<file path="config.mk">
export PLATFORM = sky130hd
export DESIGN_NAME = axr_unit
export DESIGN_NICKNAME = d
export VERILOG_FILES = /design/src/rtl/axr_pkg.sv /design/src/rtl/axr_decode.sv /design/src/rtl/axr_alu.sv /design/src/rtl/axr_flags.sv /design/src/rtl/axr_unit.sv
export SDC_FILE = /design/constraint.sdc
export NUM_CORES = 1
export LEC_CHECK = 0
export BUFFER_PORTS_ARGS = -buffer_cell sky130_fd_sc_hd__buf_2
export CAP_MARGIN = 20
export CORE_ASPECT_RATIO = 0.8
export CORE_UTILIZATION = 35
export DETAILED_ROUTE_END_ITERATION = 7
export SETUP_SLACK_MARGIN = 0.5
export SYNTH_ARGS = -nofsm -noshare
export SYNTH_HDL_FRONTEND = slang
export SYNTH_SLANG_ARGS = --single-unit
</file>
<file path="constraint.sdc">
create_clock -name clk -period 5.2 [get_ports clk]
set_input_delay 0.52 -clock clk [delete_from_list [all_inputs] [get_ports clk]]
set_output_delay 0.52 -clock clk [all_outputs]
set_load 0.05 [all_outputs]
</file>
<file path="src/rtl/axr_pkg.sv">
// Package: shared opcode values, operation kinds and the flag record
// for the transfer unit. Assumes an 8-bit data path and a 16-bit address.
package axr_pkg;
    localparam int DW = 8;
    localparam int AW = 2 * DW;
    localparam int CW = 8;

    localparam logic [7:0] OPC_SUB  = 8'hA0;
    localparam logic [7:0] OPC_TSTM = 8'h3D;
    localparam logic [7:0] OPC_TSTA = 8'h4D;
    localparam logic [7:0] OPC_TSTX = 8'h5D;
    localparam logic [7:0] OPC_STX  = 8'hBF;
    localparam logic [7:0] OPC_TAP  = 8'h84;
    localparam logic [7:0] OPC_TPA  = 8'h85;
    localparam logic [7:0] OPC_TSX  = 8'h95;
    localparam logic [7:0] OPC_TXS  = 8'h94;
    localparam logic [7:0] OPC_TAX  = 8'h97;
    localparam logic [7:0] OPC_TXA  = 8'h9F;

    // Bit positions inside the byte image of the flags
    localparam int BIT_V = 7;
    localparam int BIT_H = 4;
    localparam int BIT_I = 3;
    localparam int BIT_N = 2;
    localparam int BIT_Z = 1;
    localparam int BIT_C = 0;

    typedef enum logic [3:0] {
        K_NONE, K_SUB, K_TSTA, K_TSTX, K_TSTM, K_STX,
        K_TAP, K_TPA, K_TSX, K_TXS, K_TAX, K_TXA
    } op_kind_e;

    typedef struct packed {
        logic v;
        logic h;
        logic i;
        logic n;
        logic z;
        logic c;
    } flags_t;

    // Pack the flag record into its byte image; bits 6 and 5 read as one
    function automatic logic [CW-1:0] flags_to_byte(flags_t f);
        logic [CW-1:0] b;
        b = 8'h60;
        b[BIT_V] = f.v;
        b[BIT_H] = f.h;
        b[BIT_I] = f.i;
        b[BIT_N] = f.n;
        b[BIT_Z] = f.z;
        b[BIT_C] = f.c;
        return b;
    endfunction

    // Unpack a byte image into the flag record
    function automatic flags_t byte_to_flags(logic [CW-1:0] b);
        flags_t f;
        f.v = b[BIT_V];
        f.h = b[BIT_H];
        f.i = b[BIT_I];
        f.n = b[BIT_N];
        f.z = b[BIT_Z];
        f.c = b[BIT_C];
        return f;
    endfunction
endpackage

</file>
<file path="src/rtl/axr_decode.sv">
// Opcode decoder: maps a one-byte opcode to an operation kind, and flags
// whether it is supported and whether it needs a second cycle.
// Assumes the opcode is stable while op_valid is sampled.
module axr_decode
    import axr_pkg::*;
(
    input  logic [7:0] opcode,
    output op_kind_e   kind,
    output logic       legal,
    output logic       two_cycle
);
    // Table lookup of the supported opcodes
    always_comb begin
        unique case (opcode)
            OPC_SUB:  kind = K_SUB;
            OPC_TSTM: kind = K_TSTM;
            OPC_TSTA: kind = K_TSTA;
            OPC_TSTX: kind = K_TSTX;
            OPC_STX:  kind = K_STX;
            OPC_TAP:  kind = K_TAP;
            OPC_TPA:  kind = K_TPA;
            OPC_TSX:  kind = K_TSX;
            OPC_TXS:  kind = K_TXS;
            OPC_TAX:  kind = K_TAX;
            OPC_TXA:  kind = K_TXA;
            default:  kind = K_NONE;
        endcase
    end

    // Legality and cycle count follow from the kind
    always_comb begin
        legal     = (kind != K_NONE);
        two_cycle = (kind == K_TAP) || (kind == K_TSX);
    end
endmodule

</file>
<file path="src/rtl/axr_alu.sv">
// Subtractor: computes minuend minus subtrahend and the four arithmetic
// flags. A test is done by passing zero as the subtrahend.
module axr_alu #(
    parameter int W = 8
) (
    input  logic [W-1:0] a,
    input  logic [W-1:0] b,
    output logic [W-1:0] res,
    output logic         v,
    output logic         n,
    output logic         z,
    output logic         c
);
    logic [W:0] wide;

    // Widened difference gives the borrow out as its top bit
    always_comb begin
        wide = {1'b0, a} - {1'b0, b};
        res  = wide[W-1:0];
        c    = wide[W];
        v    = (a[W-1] ^ b[W-1]) & (a[W-1] ^ wide[W-1]);
        n    = wide[W-1];
        z    = (wide[W-1:0] == '0);
    end
endmodule

</file>
<file path="src/rtl/axr_flags.sv">
// Flag update: picks the next flag record from the operation kind, the
// subtractor flags and the accumulator (for a load of all flags).
// Assumes kind is K_NONE when nothing executes this cycle.
module axr_flags
    import axr_pkg::*;
(
    input  op_kind_e        kind,
    input  flags_t          cur,
    input  logic [DW-1:0]   acc,
    input  logic            alu_v,
    input  logic            alu_n,
    input  logic            alu_z,
    input  logic            alu_c,
    output flags_t          nxt
);
    // Per-kind flag rule; unlisted kinds keep every flag
    always_comb begin
        nxt = cur;
        unique case (kind)
            K_SUB: begin
                nxt.v = alu_v;
                nxt.n = alu_n;
                nxt.z = alu_z;
                nxt.c = alu_c;
            end
            K_TSTA, K_TSTX, K_TSTM, K_STX: begin
                nxt.v = 1'b0;
                nxt.n = alu_n;
                nxt.z = alu_z;
            end
            K_TAP:   nxt = byte_to_flags(acc);
            default: nxt = cur;
        endcase
    end
endmodule

</file>
<file path="src/rtl/axr_unit.sv">
// Transfer unit top: holds accumulator, index pair, stack pointer and
// flags, accepts one opcode per cycle when ready, and executes it.
// Two-cycle kinds are parked for one cycle and then committed.
// Assumes mem_in is valid in the cycle its opcode is offered.
module axr_unit
    import axr_pkg::*;
#(
    parameter logic [15:0] SP_RST = 16'h00FF
) (
    input  logic          clk,
    input  logic          rst_n,
    input  logic          op_valid,
    input  logic [7:0]    opcode,
    input  logic [7:0]    mem_in,
    output logic          op_ready,
    output logic [7:0]    acc_o,
    output logic [15:0]   hx_o,
    output logic [15:0]   sp_o,
    output logic [7:0]    ccr_o,
    output logic [7:0]    st_data_o,
    output logic          st_en_o,
    output logic          illegal_o
);
    localparam logic [AW-1:0] ONE = AW'(1);

    logic [DW-1:0] acc_q;
    logic [AW-1:0] hx_q;
    logic [AW-1:0] sp_q;
    flags_t        flg_q;
    logic          busy_q;
    op_kind_e      pend_q;
    logic [DW-1:0] st_q;
    logic          st_en_q;
    logic          ill_q;

    op_kind_e      dec_kind;
    logic          dec_legal;
    logic          dec_two;
    op_kind_e      eff_kind;
    logic [DW-1:0] alu_a;
    logic [DW-1:0] alu_b;
    logic [DW-1:0] alu_res;
    logic          alu_v;
    logic          alu_n;
    logic          alu_z;
    logic          alu_c;
    flags_t        flg_nxt;

    axr_decode u_dec (
        .opcode    (opcode),
        .kind      (dec_kind),
        .legal     (dec_legal),
        .two_cycle (dec_two)
    );

    // Select what executes now: a parked kind, a one-cycle kind, or nothing
    always_comb begin
        if (busy_q)
            eff_kind = pend_q;
        else if (op_valid && !dec_two)
            eff_kind = dec_kind;
        else
            eff_kind = K_NONE;
    end

    // Route the operands for the subtractor (tests subtract zero)
    always_comb begin
        unique case (eff_kind)
            K_TSTX, K_STX: alu_a = hx_q[DW-1:0];
            K_TSTM:        alu_a = mem_in;
            default:       alu_a = acc_q;
        endcase
        alu_b = (eff_kind == K_SUB) ? mem_in : '0;
    end

    axr_alu #(.W(DW)) u_alu (
        .a   (alu_a),
        .b   (alu_b),
        .res (alu_res),
        .v   (alu_v),
        .n   (alu_n),
        .z   (alu_z),
        .c   (alu_c)
    );

    axr_flags u_flg (
        .kind  (eff_kind),
        .cur   (flg_q),
        .acc   (acc_q),
        .alu_v (alu_v),
        .alu_n (alu_n),
        .alu_z (alu_z),
        .alu_c (alu_c),
        .nxt   (flg_nxt)
    );

    // Sequencing of the busy cycle and the one-cycle status pulses
    always_ff @(posedge clk) begin
        if (!rst_n) begin
            busy_q  <= 1'b0;
            pend_q  <= K_NONE;
            st_en_q <= 1'b0;
            ill_q   <= 1'b0;
        end else begin
            st_en_q <= (eff_kind == K_STX);
            ill_q   <= 1'b0;
            if (busy_q) begin
                busy_q <= 1'b0;
                pend_q <= K_NONE;
            end else if (op_valid) begin
                if (!dec_legal) begin
                    ill_q <= 1'b1;
                end else if (dec_two) begin
                    busy_q <= 1'b1;
                    pend_q <= dec_kind;
                end
            end
        end
    end

    // Register writes for the executing kind
    always_ff @(posedge clk) begin
        if (!rst_n) begin
            acc_q <= '0;
            hx_q  <= '0;
            sp_q  <= SP_RST;
            flg_q <= byte_to_flags(8'h68);
            st_q  <= '0;
        end else begin
            unique case (eff_kind)
                K_SUB:   acc_q <= alu_res;
                K_TPA:   acc_q <= flags_to_byte(flg_q);
                K_TXA:   acc_q <= hx_q[DW-1:0];
                K_TAX:   hx_q[DW-1:0] <= acc_q;
                K_TSX:   hx_q <= sp_q + ONE;
                K_TXS:   sp_q <= hx_q - ONE;
                K_STX:   st_q <= hx_q[DW-1:0];
                default: ;
            endcase
            flg_q <= flg_nxt;
        end
    end

    // Drive the ports from state
    always_comb begin
        op_ready  = !busy_q;
        acc_o     = acc_q;
        hx_o      = hx_q;
        sp_o      = sp_q;
        ccr_o     = flags_to_byte(flg_q);
        st_data_o = st_q;
        st_en_o   = st_en_q;
        illegal_o = ill_q;
    end
endmodule

</file>
==> impl_results.md <==
- Post-synth ARST share: 0%
- Share of layout cells above drive strength 1: between 20 and 25%
- Hold-fix buffer count after cts: 0
- Number of optimization iterations in the first detailed-route pass: 6
- Slowest Stage Delay on Critical Path: ~0.53 ns
- Slowest-stage cell, CP: sky130_fd_sc_hd__or4b_4
- CP endpoint kind: register
- Max-cap viol count: 0
- Clock root buffer: sky130_fd_sc_hd__clkbuf_16
- Pin slew with the least headroom to its limit: about 0.85 ns
- Number of nets in the finished design: between 500 and 600
- Pwr per Cell Area: 245 mW/mm^2
- Critical path cell sequence: buf_2 -> or4b_4 -> a211oi_2 -> o311ai_4 -> a2bb2oi_4 -> buf_4 -> o31a_1 -> a222oi_1 -> inv_1 -> ha_1 -> nor2b_1 -> o21ai_1 -> a21oi_1 -> o31ai_2 -> a21o_1 -> xnor2_1 -> nand2_1 -> a311oi_1
- Clk sinks: just over 60
- Mapped cell area: slightly below 0.004 sq mm
- Maximum root-to-sink buffer count: 2
- Post-route standard cell area excluding fillers: ~0.0047 sq mm
- Worst min-delay path category: register to register
- Post-DRT Antenna Nets: 0
- Die X-Extent: 121 um
- Min cycle time layout: ~4.5 ns
- Synthesis-to-layout area growth: 19.9%
- Seq/Total Area, Yosys: 31.0%
- Std cell rows: 34
- Vias: 3785
- Worst min-delay path startpoint: st_data_o[4]
- Overall die area: 0.0117 sq mm
- Global-route wire length before repair: approximately 18000 um
- Starting density of the core: a little over a third
- Flop and latch count out of synthesis: approximately 60
- HPWL Detailed: 8190 um
- Outcome: finished clean
- Number of global-route vias before repair: about 3500
- Total clock buffers created by CTS: 9
- Share of the core filled with cells: between 40% and 50%
- Post-Route Setup TNS: 0 ns
- Maximum number of pins on one net before global-route repair: 38
- Clock skew after layout: around 0.0076 ns
- Vias/cell: around 5.5
- First-iteration detailed-routing DRC count: 150
- Gpl congestion: roughly 0.86
- Required arrival time at the worst endpoint: approximately 5.4 ns
- Post-synth EDFFs: 0
- Final slew viol count: 0
- Total setup violations reported at the end of the flow: 0
- Final hold slack: around 0.49 ns
- Unrepaired setup endpoints after global routing: false
- Clock insertion delay at the later pin of the skew report: between 0.3 and 0.4 ns
- Crit path arrival time: roughly 4.7 ns
- Instance area at placement: between 0.004 and 0.005 sq mm
- Fmax achieved: approximately 220 MHz
- Max Fanout on Critical Path: 11
- Slew Limit Headroom: 43.6%
- Total core area: roughly 0.011 sq mm
- Initial antenna violation count: 0
- Number of standard cells after synthesis: between 400 and 500
- Max IR drop VDD: around 0.00016 V
- Remaining design rule violation count: 0
- Aggregate global routing overflow: 0
- Worst Setup Start Kind: input port
- Mean post-synth cell area: roughly 8.4 sq um
- Worst flop-to-flop path startpoint: busy_q
- CTS H-Tree Depth: 3
- Antenna diode count: 0
- Prevailing post-synth register cell: sky130_fd_sc_hd__dfxtp_1
- CP Class: input port to register
- Share of the clock period used by the worst path after layout: roughly 86%
- Number of I/O port buffers: between 70 and 80
- Post-DR wirelength/cell: 16.1 um
- Clock transition at the register clock pins on the worst setup and hold paths after CTS: ~0.050 ns
- CTS tree: built
- Critical path origin: opcode[3]
- Final Hold Violating Endpoints: 0
- Netlist cell types: 71
- Leak pwr: between 2 and 2.5 nW
- # IOs: 78
- Count of warnings emitted by yosys: 0
- Die Y-Extent: 97.0 um
- GRT Overall Usage: about a fifth
- Wirelength, routed: 11000 um
layout make-up:
class | count | area [sq um]
Sequential cell | 61 | 1220
Multi-Input combinational cell | 361 | 2510
Tap cell | 144 | 180
Inverter | 21 | 78.8
Clock inverter | 3 | 45.0
Clock buffer | 12 | 256
Fill cell | 1099 | 6200
Timing Repair Buffer | 83 | 435
flip-flops by register name (all words and copies together), names as in the netlist:
| name | flops |
|---|---|
| hx_o | 16 |
| illegal_o | 1 |
| st_en_o | 1 |
| acc_o | 8 |
| pend_q | 4 |
| st_data_o | 8 |
| busy_q | 1 |
| sp_o | 16 |
| ccr_o | 6 |
critical path, delay by kind of cell:
kind	cells	cell delay (ns)
compound gates	10	2.52
simple gates	3	0.74
buf+inv	3	0.43
fa+ha+maj	1	0.29
xor+xnor	1	0.15
cells in the final DEF, fill, tap and decap left out, drive strengths merged, types with 11 or more instances in the layout:
| cell | instances |
|---|---|
| a21oi | 18 |
| mux2i | 11 |
| inv | 21 |
| nand2 | 44 |
| dfxtp | 61 |
| nand3 | 13 |
| nor2 | 57 |
| buf | 83 |
| o21ai | 17 |
| clkbuf | 12 |
| a211oi | 23 |
| o211ai | 11 |
| xnor2 | 23 |
power by group:
group | internal [W] | leakage, nW | switching (W)
Clock | 0.000394 | 0.141 | 0.000207
Sequential | 0.000470 | 0.492 | 0.00000284
Combinational | 0.0000303 | 1.39 | 0.0000563
Total | 0.000895 | 2.02 | 0.000266
logic make-up after synthesis:
logic type,Yosys count,share of synthesized area [%]
other cells,1,0.0951
buf+inv,50,5.77
mux,12,3.08
flops,61,31.0
fa+ha+maj,11,3.68
xor+xnor,33,7.33
compound gates,122,24.1
simple gates,181,25.0
synth_stat cells, drive strengths merged, types with 10 or more instances:
library cell	count	area, sq um
dfxtp	61	1220
nor2	57	221
nand2	44	165
a211oi	23	178
xnor2	23	201
inv	21	78.8
a21oi	18	90.1
o21ai	17	92.6
buf	15	96.3
clkbuf	14	52.6
nand3	13	77.6
mux2i	11	110
o211ai	11	82.6
ha	10	125
xor2	10	87.6
layer usage:
metal	part of all wire (%)	GRT usage [%]
met5	0	0
met3	5.3	5.13
met1	48	26.3
met2	45	30.6
met4	1.3	4.65
worst paths after layout:
path | endpoint | slack [ns] | cells after the start
worst max-delay path | ccr_o[2] | 0.75 | 18
worst min-delay path | st_data_o[4] | 0.49 | 2
worst max register to register | ccr_o[2] | 1.32 | 16
worst min register to register | st_data_o[4] | 0.49 | 2
what timing repair did:
action,4_1_cts,5_1_grt
resized for setup,0,3
endpoints found under the setup margin,1,6
pin swaps,1,2
buffers inserted,2,0
per-stage QoR:
stage	instances	total power [W]	worst slack, ns
after floorplan	472	0.000544	0.726
after global routing	685	0.00121	0.520
after detailed placement	668	0.000568	0.185
final	685	0.00116	0.750
after global placement	668	0.000566	0.331
after CTS	685	0.00117	0.557
Note: power is estimated with default switching activity, not from simulation.
